$ cat src/rtl/coder_job_ctl_pkg.sv
package coder_job_ctl_pkg;
  // register addresses
  localparam int ADDR_CMD   = 0;
  localparam int ADDR_LINES = 1;
  localparam int ADDR_STAT  = 2;
  localparam int ADDR_IEN   = 3;

  // command word bits
  localparam int CMD_GO   = 0;
  localparam int CMD_INIT = 1;
  localparam int CMD_HOLD = 2;
  localparam int CMD_CTX  = 3;

  localparam int NSRC   = 4;
  localparam int STAT_W = 6;

  // interrupt sources, bit order matches the enable register
  typedef struct packed {
    logic ovf;
    logic marker;
    logic ready;
    logic evt;
  } src_t;

  function automatic logic irq_merge(input src_t s, input logic [NSRC-1:0] en);
    return |(s & en);
  endfunction

  function automatic logic [STAT_W-1:0] pack_status(input logic done, input logic ready,
                                                    input logic marker, input logic req,
                                                    input logic ovf, input logic paused);
    return {paused, ovf, req, marker, ready, done};
  endfunction
endpackage

$ cat src/rtl/coder_job_regs.sv
module coder_job_regs
  import coder_job_ctl_pkg::*;
#(
  parameter int DATA_W = 16,
  parameter int ADDR_W = 2
) (
  input  logic              clk,
  input  logic              rst_n,
  input  logic              host_wr,
  input  logic [ADDR_W-1:0] host_addr,
  input  logic [DATA_W-1:0] host_wdata,
  output logic              go_wr,
  output logic              init_wr,
  output logic              hold_mode,
  output logic              ctx_open,
  output logic [NSRC-1:0]   ien,
  output logic [DATA_W-1:0] line_target
);
  logic cmd_sel;
  assign cmd_sel = host_wr && (host_addr == ADDR_W'(ADDR_CMD));
  assign go_wr   = cmd_sel && host_wdata[CMD_GO];
  assign init_wr = cmd_sel && host_wdata[CMD_INIT];

  always_ff @(posedge clk) begin
    if (!rst_n) begin
      hold_mode   <= 1'b0;
      ctx_open    <= 1'b0;
      ien         <= '0;
      line_target <= '0;
    end else if (host_wr) begin
      case (host_addr)
        ADDR_W'(ADDR_CMD): begin
          hold_mode <= host_wdata[CMD_HOLD];
          ctx_open  <= host_wdata[CMD_CTX];
        end
        ADDR_W'(ADDR_LINES): line_target <= host_wdata;
        ADDR_W'(ADDR_IEN):   ien <= host_wdata[NSRC-1:0];
        default: ;
      endcase
    end
  end
endmodule

$ cat src/rtl/coder_job_seq.sv
module coder_job_seq #(
  parameter int LINE_W = 16
) (
  input  logic              clk,
  input  logic              rst_n,
  input  logic              go_wr,
  input  logic              init_wr,
  input  logic              hold_mode,
  input  logic [LINE_W-1:0] line_target,
  input  logic              eng_line,
  input  logic              eng_end,
  input  logic              eng_init_done,
  output logic              job_run,
  output logic              init_busy,
  output logic              done,
  output logic              paused,
  output logic              evt,
  output logic              pause_evt,
  output logic              end_evt,
  output logic              init_fin
);
  logic [LINE_W-1:0] cnt_q;

  function automatic logic reached(input logic [LINE_W-1:0] c, input logic [LINE_W-1:0] t);
    return (c + 1'b1) == t;
  endfunction

  assign end_evt   = job_run & eng_end & ~go_wr;
  assign pause_evt = job_run & eng_line & hold_mode & ~eng_end & ~go_wr
                     & reached(cnt_q, line_target);
  assign init_fin  = init_busy & eng_init_done & ~init_wr & ~go_wr;

  always_ff @(posedge clk) begin
    if (!rst_n) begin
      job_run   <= 1'b0;
      init_busy <= 1'b0;
      done      <= 1'b0;
      paused    <= 1'b0;
      evt       <= 1'b0;
      cnt_q     <= '0;
    end else begin
      if (go_wr) begin
        job_run <= 1'b1;
        done    <= 1'b0;
        evt     <= 1'b0;
        paused  <= 1'b0;
        cnt_q   <= '0;
      end else if (end_evt) begin
        job_run <= 1'b0;
        done    <= 1'b1;
        evt     <= 1'b1;
        paused  <= 1'b0;
      end else if (pause_evt) begin
        job_run <= 1'b0;
        evt     <= 1'b1;
        paused  <= 1'b1;
      end else if (job_run && eng_line) begin
        cnt_q <= cnt_q + 1'b1;
      end
      if (init_wr) begin
        init_busy <= 1'b1;
        done      <= 1'b0;
        evt       <= 1'b0;
        paused    <= 1'b0;
      end else if (init_fin) begin
        init_busy <= 1'b0;
        done      <= 1'b1;
        evt       <= 1'b1;
        paused    <= 1'b0;
      end
    end
  end
endmodule

$ cat src/rtl/coder_job_flags.sv
module coder_job_flags #(
  parameter int FF_W = 8
) (
  input  logic clk,
  input  logic rst_n,
  input  logic go_wr,
  input  logic job_run,
  input  logic eng_marker,
  input  logic eng_ff_byte,
  output logic marker,
  output logic ovf
);
  localparam logic [FF_W-1:0] FF_MAX = '1;
  logic [FF_W-1:0] ff_cnt;

  always_ff @(posedge clk) begin
    if (!rst_n) begin
      marker <= 1'b0;
      ovf    <= 1'b0;
      ff_cnt <= '0;
    end else if (go_wr) begin
      marker <= 1'b0;
      ovf    <= 1'b0;
      ff_cnt <= '0;
    end else begin
      if (job_run && eng_marker) marker <= 1'b1;
      if (job_run && eng_ff_byte) begin
        if (ff_cnt == FF_MAX) ovf <= 1'b1;
        else                  ff_cnt <= ff_cnt + 1'b1;
      end
    end
  end
endmodule

$ cat src/rtl/coder_job_ctl.sv
module coder_job_ctl
  import coder_job_ctl_pkg::*;
#(
  parameter int DATA_W = 16,
  parameter int ADDR_W = 2,
  parameter int FF_W   = 8
) (
  input  logic              clk,
  input  logic              rst_n,
  input  logic              host_wr,
  input  logic [ADDR_W-1:0] host_addr,
  input  logic [DATA_W-1:0] host_wdata,
  output logic [DATA_W-1:0] host_rdata,
  input  logic              eng_line,
  input  logic              eng_end,
  input  logic              eng_init_done,
  input  logic              eng_buf_ready,
  input  logic              eng_marker,
  input  logic              eng_ff_byte,
  output logic              job_run,
  output logic              init_busy,
  output logic              ctx_ram_open,
  output logic              irq
);
  localparam int LINE_W = DATA_W;

  logic              go_wr, init_wr, hold_mode;
  logic [NSRC-1:0]   ien;
  logic [LINE_W-1:0] line_target;
  logic              done, paused, evt, pause_evt, end_evt, init_fin;
  logic              marker, ovf;
  src_t              src;
  logic [STAT_W-1:0] status;

  coder_job_regs #(.DATA_W(DATA_W), .ADDR_W(ADDR_W)) regs_i (
    .clk, .rst_n, .host_wr, .host_addr, .host_wdata,
    .go_wr, .init_wr, .hold_mode, .ctx_open(ctx_ram_open), .ien, .line_target
  );

  coder_job_seq #(.LINE_W(LINE_W)) seq_i (
    .clk, .rst_n, .go_wr, .init_wr, .hold_mode, .line_target,
    .eng_line, .eng_end, .eng_init_done,
    .job_run, .init_busy, .done, .paused, .evt, .pause_evt, .end_evt, .init_fin
  );

  coder_job_flags #(.FF_W(FF_W)) flags_i (
    .clk, .rst_n, .go_wr, .job_run, .eng_marker, .eng_ff_byte, .marker, .ovf
  );

  assign src    = '{ovf: ovf, marker: marker, ready: eng_buf_ready, evt: evt};
  assign irq    = irq_merge(src, ien);
  assign status = pack_status(done, eng_buf_ready, marker, irq, ovf, paused);

  always_comb begin
    case (host_addr)
      ADDR_W'(ADDR_LINES): host_rdata = line_target;
      ADDR_W'(ADDR_STAT):  host_rdata = DATA_W'(status);
      ADDR_W'(ADDR_IEN):   host_rdata = DATA_W'(ien);
      default:             host_rdata = '0;
    endcase
  end
endmodule

$ cat config.mk
export PLATFORM = sky130hd
export DESIGN_NAME = coder_job_ctl
export DESIGN_NICKNAME = d
export VERILOG_FILES = /design/src/rtl/coder_job_ctl_pkg.sv /design/src/rtl/coder_job_regs.sv /design/src/rtl/coder_job_seq.sv /design/src/rtl/coder_job_flags.sv /design/src/rtl/coder_job_ctl.sv
export SDC_FILE = /design/constraint.sdc
export NUM_CORES = 1
export LEC_CHECK = 0
export BUFFER_PORTS_ARGS = -buffer_cell sky130_fd_sc_hd__buf_2
export CORE_MARGIN = 3
export CORE_UTILIZATION = 61
export CTS_CLUSTER_DIAMETER = 80
export CTS_CLUSTER_SIZE = 24
export DETAILED_ROUTE_END_ITERATION = 12
export MAX_ROUTING_LAYER = met4
export PLACE_DENSITY = 0.85
export SLEW_MARGIN = 0
export SYNTH_ARGS = -nofsm -noshare
export SYNTH_HDL_FRONTEND = slang
export SYNTH_SLANG_ARGS = --single-unit
$ cat constraint.sdc
create_clock -name clk -period 6.1 [get_ports clk]
set_clock_uncertainty 0.1 [all_clocks]
set_input_delay 0 -clock clk [delete_from_list [all_inputs] [get_ports clk]]
set_output_delay 0 -clock clk [all_outputs]
set_load 0.005 [all_outputs]
==> results of run 1 <==
[through the flow]
step           util (%)  power, uW  area, um2  std cells
6_report           75.5        608       3400        457
5_1_grt            75.5        633       3400        457
4_1_cts            75.5        608       3400        457
3_5_place_dp       69.2        413       3120        429
3_3_place_gp       69.2        411       3120        429
2_1_floorplan         -        393       2930        353
[flip-flops by register name (all words and copies together) (netlist names)]
register / cells
flags_i.ff_cnt: 8
flags_i.marker: 1
flags_i.ovf: 1
regs_i.ctx_open: 1
regs_i.hold_mode: 1
regs_i.ien: 4
regs_i.line_target: 16
seq_i.cnt_q: 16
seq_i.done: 1
seq_i.evt: 1
seq_i.init_busy: 1
seq_i.job_run: 1
seq_i.paused: 1
[layout make-up]
cell class / count / area, um2 / area share (%)
Multi-Input combinational cell: 276 / 1750 / 51.5
Sequential cell: 53 / 1060 / 31.2
Timing Repair Buffer: 66 / 430 / 12.7
Clock buffer: 7 / 76.3 / 2.24
Tap cell: 52 / 65.1 / 1.91
Clock inverter: 1 / 7.51 / 0.221
Inverter: 2 / 7.51 / 0.221
[worst max-delay path, delay by kind of cell (launching register included)]
family / cells / cell delay [ns]
xor gates and xnor gates: 1 / 0.18
DFF: 1 / 0.46
and+or+nand+nor: 3 / 1.38
adders and majority gates: 1 / 0.44
AOI/OAI and AO/OA: 3 / 0.51
[kinds of logic after synthesis]
| logic type | share of synthesized area [%] |
|---|---|
| AND/OR/NAND/NOR | 28.7 |
| AO/OA/AOI/OAI | 18.9 |
| flip-flops | 36.3 |
| XOR/XNOR | 7.49 |
| buffers and inverters | 3.81 |
| multiplexers | 3.55 |
| adder cells (fa/ha/maj) | 1.28 |
[cells in the mapped netlist, types with 3 or more instances]
library cell / instances
nand2_1: 58
dfxtp_1: 53
a21oi_1: 21
a21boi_0: 17
nor2_1: 17
xnor2_1: 15
clkbuf_1: 14
and2_1: 12
o21ai_0: 11
or4_1: 11
nand3_1: 10
o31ai_1: 10
xor2_1: 10
nand4_1: 9
or3_1: 8
mux2i_1: 7
nor2b_1: 7
a22o_1: 5
buf_2: 5
and3_1: 4
ha_1: 3
mux2_2: 3
nor3_1: 3
[placed cells by master, fill, tap and decap left out, types with 11 or more instances in the layout]
master	synthesis	final
nand2_1	58	58
buf_2	5	46
and2_1	12	12
dfxtp_1	53	53
nor2_1	17	17
dlygate4sd3_1	0	20
or4_1	11	11
a21oi_1	21	21
a21boi_0	17	17
o21ai_0	11	11
xnor2_1	15	15
[power by group through the flow]
stage / sequential [uW] / clock, uW / combinational, uW
2_1_floorplan: 363 / 0 / 29.7
3_3_place_gp: 365 / 0 / 46.2
3_5_place_dp: 366 / 0 / 47.3
4_1_cts: 358 / 193 / 57.3
5_1_grt: 359 / 210 / 64.5
6_report: 358 / 191 / 58.5
[per-layer routing]
layer / track usage (%) / share of wire [%] / up-vias
met1: 34.8 / 43 / 1318
met3: 5.47 / 5.3 / 14
met2: 44.8 / 50 / 75
met5: - / 0 / -
met4: 6.80 / 1.7 / 0
li1: - / - / 1372
[final timing paths]
| check | endpoint | cells after the start |
|---|---|---|
| min | seq_i.done | 2 |
| max reg2reg | seq_i.cnt_q[4] | 8 |
| min reg2reg | seq_i.init_busy | 2 |
| max | seq_i.cnt_q[4] | 8 |
==> summary.md, run 1 <==
| Metric | Value |
|---|---|
| Cell Int Power | `463 uW` |
| Worst Hold Launch | `rst_n` |
| Setup TNS | `0 ns` |
| Total iterations of the first detailed-routing run | `4` |
| Clock sink total | `53` |
| Core area | `4500 um2` |
| Ratio of final minimum period to clock period | `51.8%` |
| Clock buffer depth | `2` |
| Initial Util | `64.9%` |
| Ys flop type | `dfxtp_1` |
| Status | `completed` |
| Final worst setup slack | `2.94 ns` |
| Clock share of power | `31.4%` |
| First DRT Iteration DRCs | `218` |
| Critical R2R Launch | `seq_i.cnt_q[0]` |
| Yosys cell types | `50` |
| Final nets | `434` |
| Die footprint | `5660 um2` |
| TritonCTS Buffers | `5` |
| Global route overflow | `0` |
| Switch share | `23.8%` |
| Critical path required time | `6.20 ns` |
| Fill cells | `324` |
| Drt via density | `6.08` |
| Max-Cap Viols | `0` |
| Startpoint types | `flop` |
| Post-synth EDFFs | `0` |
| Clock-pin slew on the worst setup and hold paths | `0.09 ns` |
| Clock Latency Late Sink | `0.30 ns` |
| N_diodes | `0` |
| Buffers on Ports | `46` |
| Pin count of the biggest net entering global routing | `36` |
| Comb pwr share | `9.6%` |
| GRT Util Overall | `27.4%` |
| Post-synthesis sequential area ratio | `36.3%` |
| Post-synth ARST share | `0%` |
| Post-route ant nets | `0` |
| Htree depth | `2` |
| Post-synth top area cell | `dfxtp_1` |
| Post-Synthesis Net Count | `383` |
| RD Place Congestion | `0.886` |
| Slowest-stage cell, CP | `and4_1` |
| Worst Hold Class | `in -> reg` |
| R2R Setup Slk | `2.94 ns` |
| Initial antenna violation count | `0` |
| Static Leakage | `0.00129 uW` |
| Share of the synthesized area in the top cell type | `36.3%` |
| Io pins | `47` |
| Post-DP HPWL | `4.83 mm` |
| Fin Hold WS | `0.0333 ns` |
| Vias in the first global route | `2,530` |
| Layout cells sized above 1 | `14.6%` |
| Final setup viols | `0` |
| Fin. Hold Viols | `0` |
| Cells along the critical path | `ha_1 > nand4_1 > xnor2_1 > o21ai_0 > nor4_1 > and4_1 > o21ai_0 > a21oi_1` |
| Via count | `2,779` |
| CTS Hold Buffers Added | `20` |
| WL final | `7.17 mm` |
| Worst-Margin Slew | `1.13 ns` |
| Post-synthesis cell area | `2930 um2` |
| Pre-CTS WS | `3.01 ns` |
| Synthesis-to-layout area growth | `16.3%` |
| FMAX | `316 MHz` |
| Num rows | `24` |
| Switching power | `145 uW` |
| Final min period | `3.16 ns` |
| Slew Limit Fails | `0` |
| Reg power frac | `58.9%` |
| CP max FO | `35` |
| Crit path top cell by count | `o21ai_0` |
| Worst VDD drop | `201 uV` |
| Yosys warning count | `0` |
| RSZ-0062 raised after global routing | `no` |
| Postcts setup bufs | `0` |
| Setup crit start | `seq_i.cnt_q[0]` |
| CTS Root Cell | `clkbuf_8` |
| Drt wl/cell | `15.7 um` |
| Avg Synthesized Cell Area | `8.29 um2` |
| Crit-path max cell delay | `0.90 ns` |
| P per Cell Area | `179 nW/um2` |
| #FFs+latches synth | `53` |
| CP endpoint kind | `flop` |
| Arr. time, crit path | `3.26 ns` |
| Max_slew headroom | `24.6%` |
| CP Class | `reg -> reg` |
| Ranking of synthesized cells by area | `dfxtp_1 (36%), nand2_1 (7.4%), xnor2_1 (4.5%), a21boi_0 (4.4%), a21oi_1 (3.6%)` |
| CTS tree | `built` |
| Post_cts resized | `0` |
| Post-Syn Instances | `353` |
| DRC | `0` |
| DIE HEIGHT | `75.3 um` |
| First-pass GRT wire length | `11.7 mm` |
| Chip Width | `75.3 um` |
Power figures use the tool's default switching activity.
==> run 2: changes to the inputs <==
--- a/config.mk
+++ b/config.mk
@@ -5,14 +5,15 @@
 export SDC_FILE = /design/constraint.sdc
 export NUM_CORES = 1
 export LEC_CHECK = 0
+export ABC_AREA = 1
 export BUFFER_PORTS_ARGS = -buffer_cell sky130_fd_sc_hd__buf_2
 export CORE_MARGIN = 3
-export CORE_UTILIZATION = 61
+export CORE_UTILIZATION = 57
 export CTS_CLUSTER_DIAMETER = 80
 export CTS_CLUSTER_SIZE = 24
 export DETAILED_ROUTE_END_ITERATION = 12
 export MAX_ROUTING_LAYER = met4
-export PLACE_DENSITY = 0.85
+export PLACE_DENSITY = 0.8
 export SLEW_MARGIN = 0
 export SYNTH_ARGS = -nofsm -noshare
 export SYNTH_HDL_FRONTEND = slang
==> constraint.sdc (replaced) <==
create_clock -name clk -period 3.16 [get_ports clk]
set_clock_uncertainty 0.1 [all_clocks]
set_input_delay 0 -clock clk [delete_from_list [all_inputs] [get_ports clk]]
set_output_delay 0 -clock clk [all_outputs]
set_load 0.005 [all_outputs]
==> summary.md, run 2 <==
| Metric | Value |
|---|---|
| Avg Synthesized Cell Area | `6.34 um2 (was 8.29 um2)` |
| Max_slew headroom | `40.6% (was 24.6%)` |
| Yosys cell types | `35 (was 50)` |
| Area share of and/or/nand/nor cells after synthesis | `40.3% (was 28.7%)` |
| Fill cells | `445 (was 324)` |
| Chip Width | `80.5 um (was 75.3 um)` |
| Post-synthesis sequential area ratio | `33.6% (was 36.3%)` |
| CP endpoint kind | `flop (unchanged)` |
| Fin. Hold Viols | `0 (unchanged)` |
| Slew Limit Fails | `0 (unchanged)` |
| Core area | `5240 um2 (was 4500 um2)` |
| Die footprint | `6470 um2 (was 5660 um2)` |
| TritonCTS Buffers | `5 (unchanged)` |
| Top post-synthesis cells by count | `nand2_1 (133), inv_1 (81), dfxtp_1 (53), nor2_1 (44), nand3_1 (38) (was nand2_1 (58), dfxtp_1 (53), a21oi_1 (21), a21boi_0 (17), nor2_1 (17))` |
| Vias in the first global route | `3,204 (was 2,530)` |
| Initial antenna violation count | `0 (unchanged)` |
| Final nets | `598 (was 434)` |
| Post-synth EDFFs | `0 (unchanged)` |
| WL final | `8.71 mm (was 7.17 mm)` |
| Max-Cap Viols | `0 (unchanged)` |
| Post-Synthesis Net Count | `528 (was 383)` |
| Main combinational cell family by area after synthesis | `simple AND/OR/NAND/NOR gates (unchanged)` |
| Ranking of synthesized cells by area | `dfxtp_1 (34%), nand2_1 (16%), inv_1 (9.6%), nand3_1 (6.0%), a21oi_1 (5.2%) (was dfxtp_1 (36%), nand2_1 (7.4%), xnor2_1 (4.5%), a21boi_0 (4.4%), a21oi_1 (3.6%))` |
| Ratio of final minimum period to clock period | `76.7% (was 51.8%)` |
| Num rows | `26 (was 24)` |
| Clock sink total | `53 (unchanged)` |
| Pre-CTS WS | `0.829 ns (was 3.01 ns)` |
| Total Power | `1280 uW (was 608 uW)` |
| CTS tree | `built (unchanged)` |
| Buffers on Ports | `46 (unchanged)` |
| Htree depth | `2 (unchanged)` |
| Synthesis-to-layout area growth | `19.4% (was 16.3%)` |
| CP max FO | `16 (was 35)` |
| Post-DP HPWL | `5.89 mm (was 4.83 mm)` |
| DIE HEIGHT | `80.5 um (was 75.3 um)` |
| Layout cells sized above 1 | `15.1% (was 14.6%)` |
| Most common cell after layout, fill and taps aside | `nand2_1 (unchanged)` |
| RSZ-0062 raised after global routing | `no (unchanged)` |
| FMAX | `412 MHz (was 316 MHz)` |
| Xor and xnor area share after synthesis | `0.832% (was 7.49%)` |
| Status | `completed (unchanged)` |
| Worst-Margin Slew | `0.889 ns (was 1.13 ns)` |
| First DRT Iteration DRCs | `288 (was 218)` |
| Drt via density | `5.54 (was 6.08)` |
| Mux cell area share after synthesis | `0% (was 3.55%)` |
| Initial Util | `60.3% (was 64.9%)` |
| Yosys warning count | `0 (unchanged)` |
| CP Class | `reg -> reg (unchanged)` |
| Count leader, synth | `nand2_1 (unchanged)` |
| Setup TNS | `0 ns (unchanged)` |
| Clock-pin slew on the worst setup and hold paths | `0.10 ns (was 0.09 ns)` |
| Post-route ant nets | `0 (unchanged)` |
| GRT Util Overall | `29.0% (was 27.4%)` |
| CTS Root Cell | `clkbuf_8 (unchanged)` |
| P per Cell Area | `340 nW/um2 (was 179 nW/um2)` |
| Ys flop type | `dfxtp_1 (unchanged)` |
| Compound-Gate Fraction of Synth Area | `11.8% (was 18.9%)` |
| Post-Syn Instances | `498 (was 353)` |
| Fin Hold WS | `0.0135 ns (was 0.0333 ns)` |
| DRC | `0 (unchanged)` |
| Total iterations of the first detailed-routing run | `6 (was 4)` |
| Share of the synthesized area in the top cell type | `33.6% (was 36.3%)` |
| Adder-Cell Fraction of Synth Area | `1.19% (was 1.28%)` |
| Area after DPL | `3420 um2 (was 3120 um2)` |
| Final worst setup slack | `0.736 ns (was 2.94 ns)` |
| Post-synthesis cell area | `3160 um2 (was 2930 um2)` |
| Global route overflow | `0 (unchanged)` |
| Postcts setup bufs | `0 (unchanged)` |
| Biggest regs | `regs_i.line_target: 16 flops, seq_i.cnt_q: 16 flops, flags_i.ff_cnt: 8 flops (unchanged)` |
| RD Place Congestion | `0.902 (was 0.886)` |
| Drt wl/cell | `13.6 um (was 15.7 um)` |
| First-pass GRT wire length | `14.4 mm (was 11.7 mm)` |
| Clock Latency Late Sink | `0.32 ns (was 0.30 ns)` |
| Via count | `3,534 (was 2,779)` |
| Static Leakage | `0.00168 uW (was 0.00129 uW)` |
| Startpoint types | `flop (unchanged)` |
| Worst Hold Class | `in -> reg (unchanged)` |
| Pin count of the biggest net entering global routing | `32 (was 36)` |
| N_diodes | `0 (unchanged)` |
| Final setup viols | `0 (unchanged)` |
| Arr. time, crit path | `2.55 ns (was 3.26 ns)` |
| Post-synth ARST share | `0% (unchanged)` |
| Most frequent cells in the layout | `nand2_1 (133), inv_1 (81), dfxtp_1 (53), buf_2 (46), nor2_1 (44) (was nand2_1 (58), dfxtp_1 (53), buf_2 (46), a21oi_1 (21), dlygate4sd3_1 (20))` |
| Worst VDD drop | `283 uV (was 201 uV)` |
| Post-synth top area cell | `dfxtp_1 (unchanged)` |
| Final min period | `2.42 ns (was 3.16 ns)` |
| Io pins | `47 (unchanged)` |
| Clock buffer depth | `2 (unchanged)` |
| Design Area, Final | `3770 um2 (was 3400 um2)` |
| Critical path required time | `3.28 ns (was 6.20 ns)` |
| #FFs+latches synth | `53 (unchanged)` |
run 2: changes by cell type after synthesis, sizes merged, moves of 12 or more:
cell and delta:
nand4 +16, a21oi +12, xnor2 -14, nand3 +31, and2 -13, o21ai +15
inv +79, nor2 +44, a21boi -18, nand2 +81
run 2: final cells by class:
type	count	area [um2]	share of cell area, %
Tap cell	70	87.6	2.32
Timing Repair Buffer	75	515	13.7
Inverter	84	317	8.39
Clock inverter	1	8.76	0.232
Sequential cell	53	1060	28.1
Clock buffer	6	72.6	1.92
Multi-Input combinational cell	349	1710	45.3
run 2: report_power, final:
part           internal, uW  switching (uW)  total (uW)  leakage (uW)
sequential              690            16.2         706      0.000430
combinational          77.9             109         187       0.00121
clock                   154             235         390     0.0000412
total                   922             360        1280       0.00168
run 2: what timing repair did:
action | CTS | global route
hold buffers | 27 | 0
hold endpoints to repair | 27 | 0
resized for setup | 0 | 0
run 2: routing by layer:
| metal | vias to the layer above | GRT usage (%) | part of all wire (%) |
|---|---|---|---|
| li1 | 1733 | - | - |
| met1 | 1614 | 37.5 | 43 |
| met2 | 168 | 45.9 | 46 |
| met3 | 19 | 4.71 | 8.5 |
| met4 | 0 | 9.97 | 2.0 |
| met5 | - | - | 0 |
run 2: worst max-delay path, cell delays in order, from the launching register on:
cell     delay [ns]
dfxtp_1        0.45
ha_1           0.25
nand2_2        0.09
nor2_2         0.24
nand3_1        0.14
nand2_1        0.10
nand3_1        0.07
nand2_1        0.07
nand3_1        0.10
nor2_2         0.13
nand3_2        0.09
nand3_2        0.28
nand2_1        0.11
inv_1          0.07
nor2_1         0.04
run 2: path summary, 6_finish.rpt:
kind,start,end,slack [ns],cells after the start
setup / recovery,seq_i.cnt_q[0],seq_i.cnt_q[7],0.74,14
hold / removal,host_addr[1],regs_i.ctx_open,0.01,4
setup reg to reg,seq_i.cnt_q[0],seq_i.cnt_q[7],0.74,14
hold reg to reg,regs_i.ien[1],regs_i.ien[1],0.38,2
run 2: logic make-up after synthesis:
| kind of cell | Yosys count |
|---|---|
| DFF | 53 |
| AOI/OAI and AO/OA | 68 |
| adders and majority gates | 3 |
| buffers and inverters | 96 |
| xor gates and xnor gates | 3 |
| and+or+nand+nor | 275 |
run 2: per-stage QoR:
step | std cells | utilization, %
final | 638 | 72.0
after global routing | 638 | 72.0
after CTS | 638 | 72.0
after detailed placement | 604 | 65.3
after global placement | 604 | 65.3
after floorplan | 498 | -
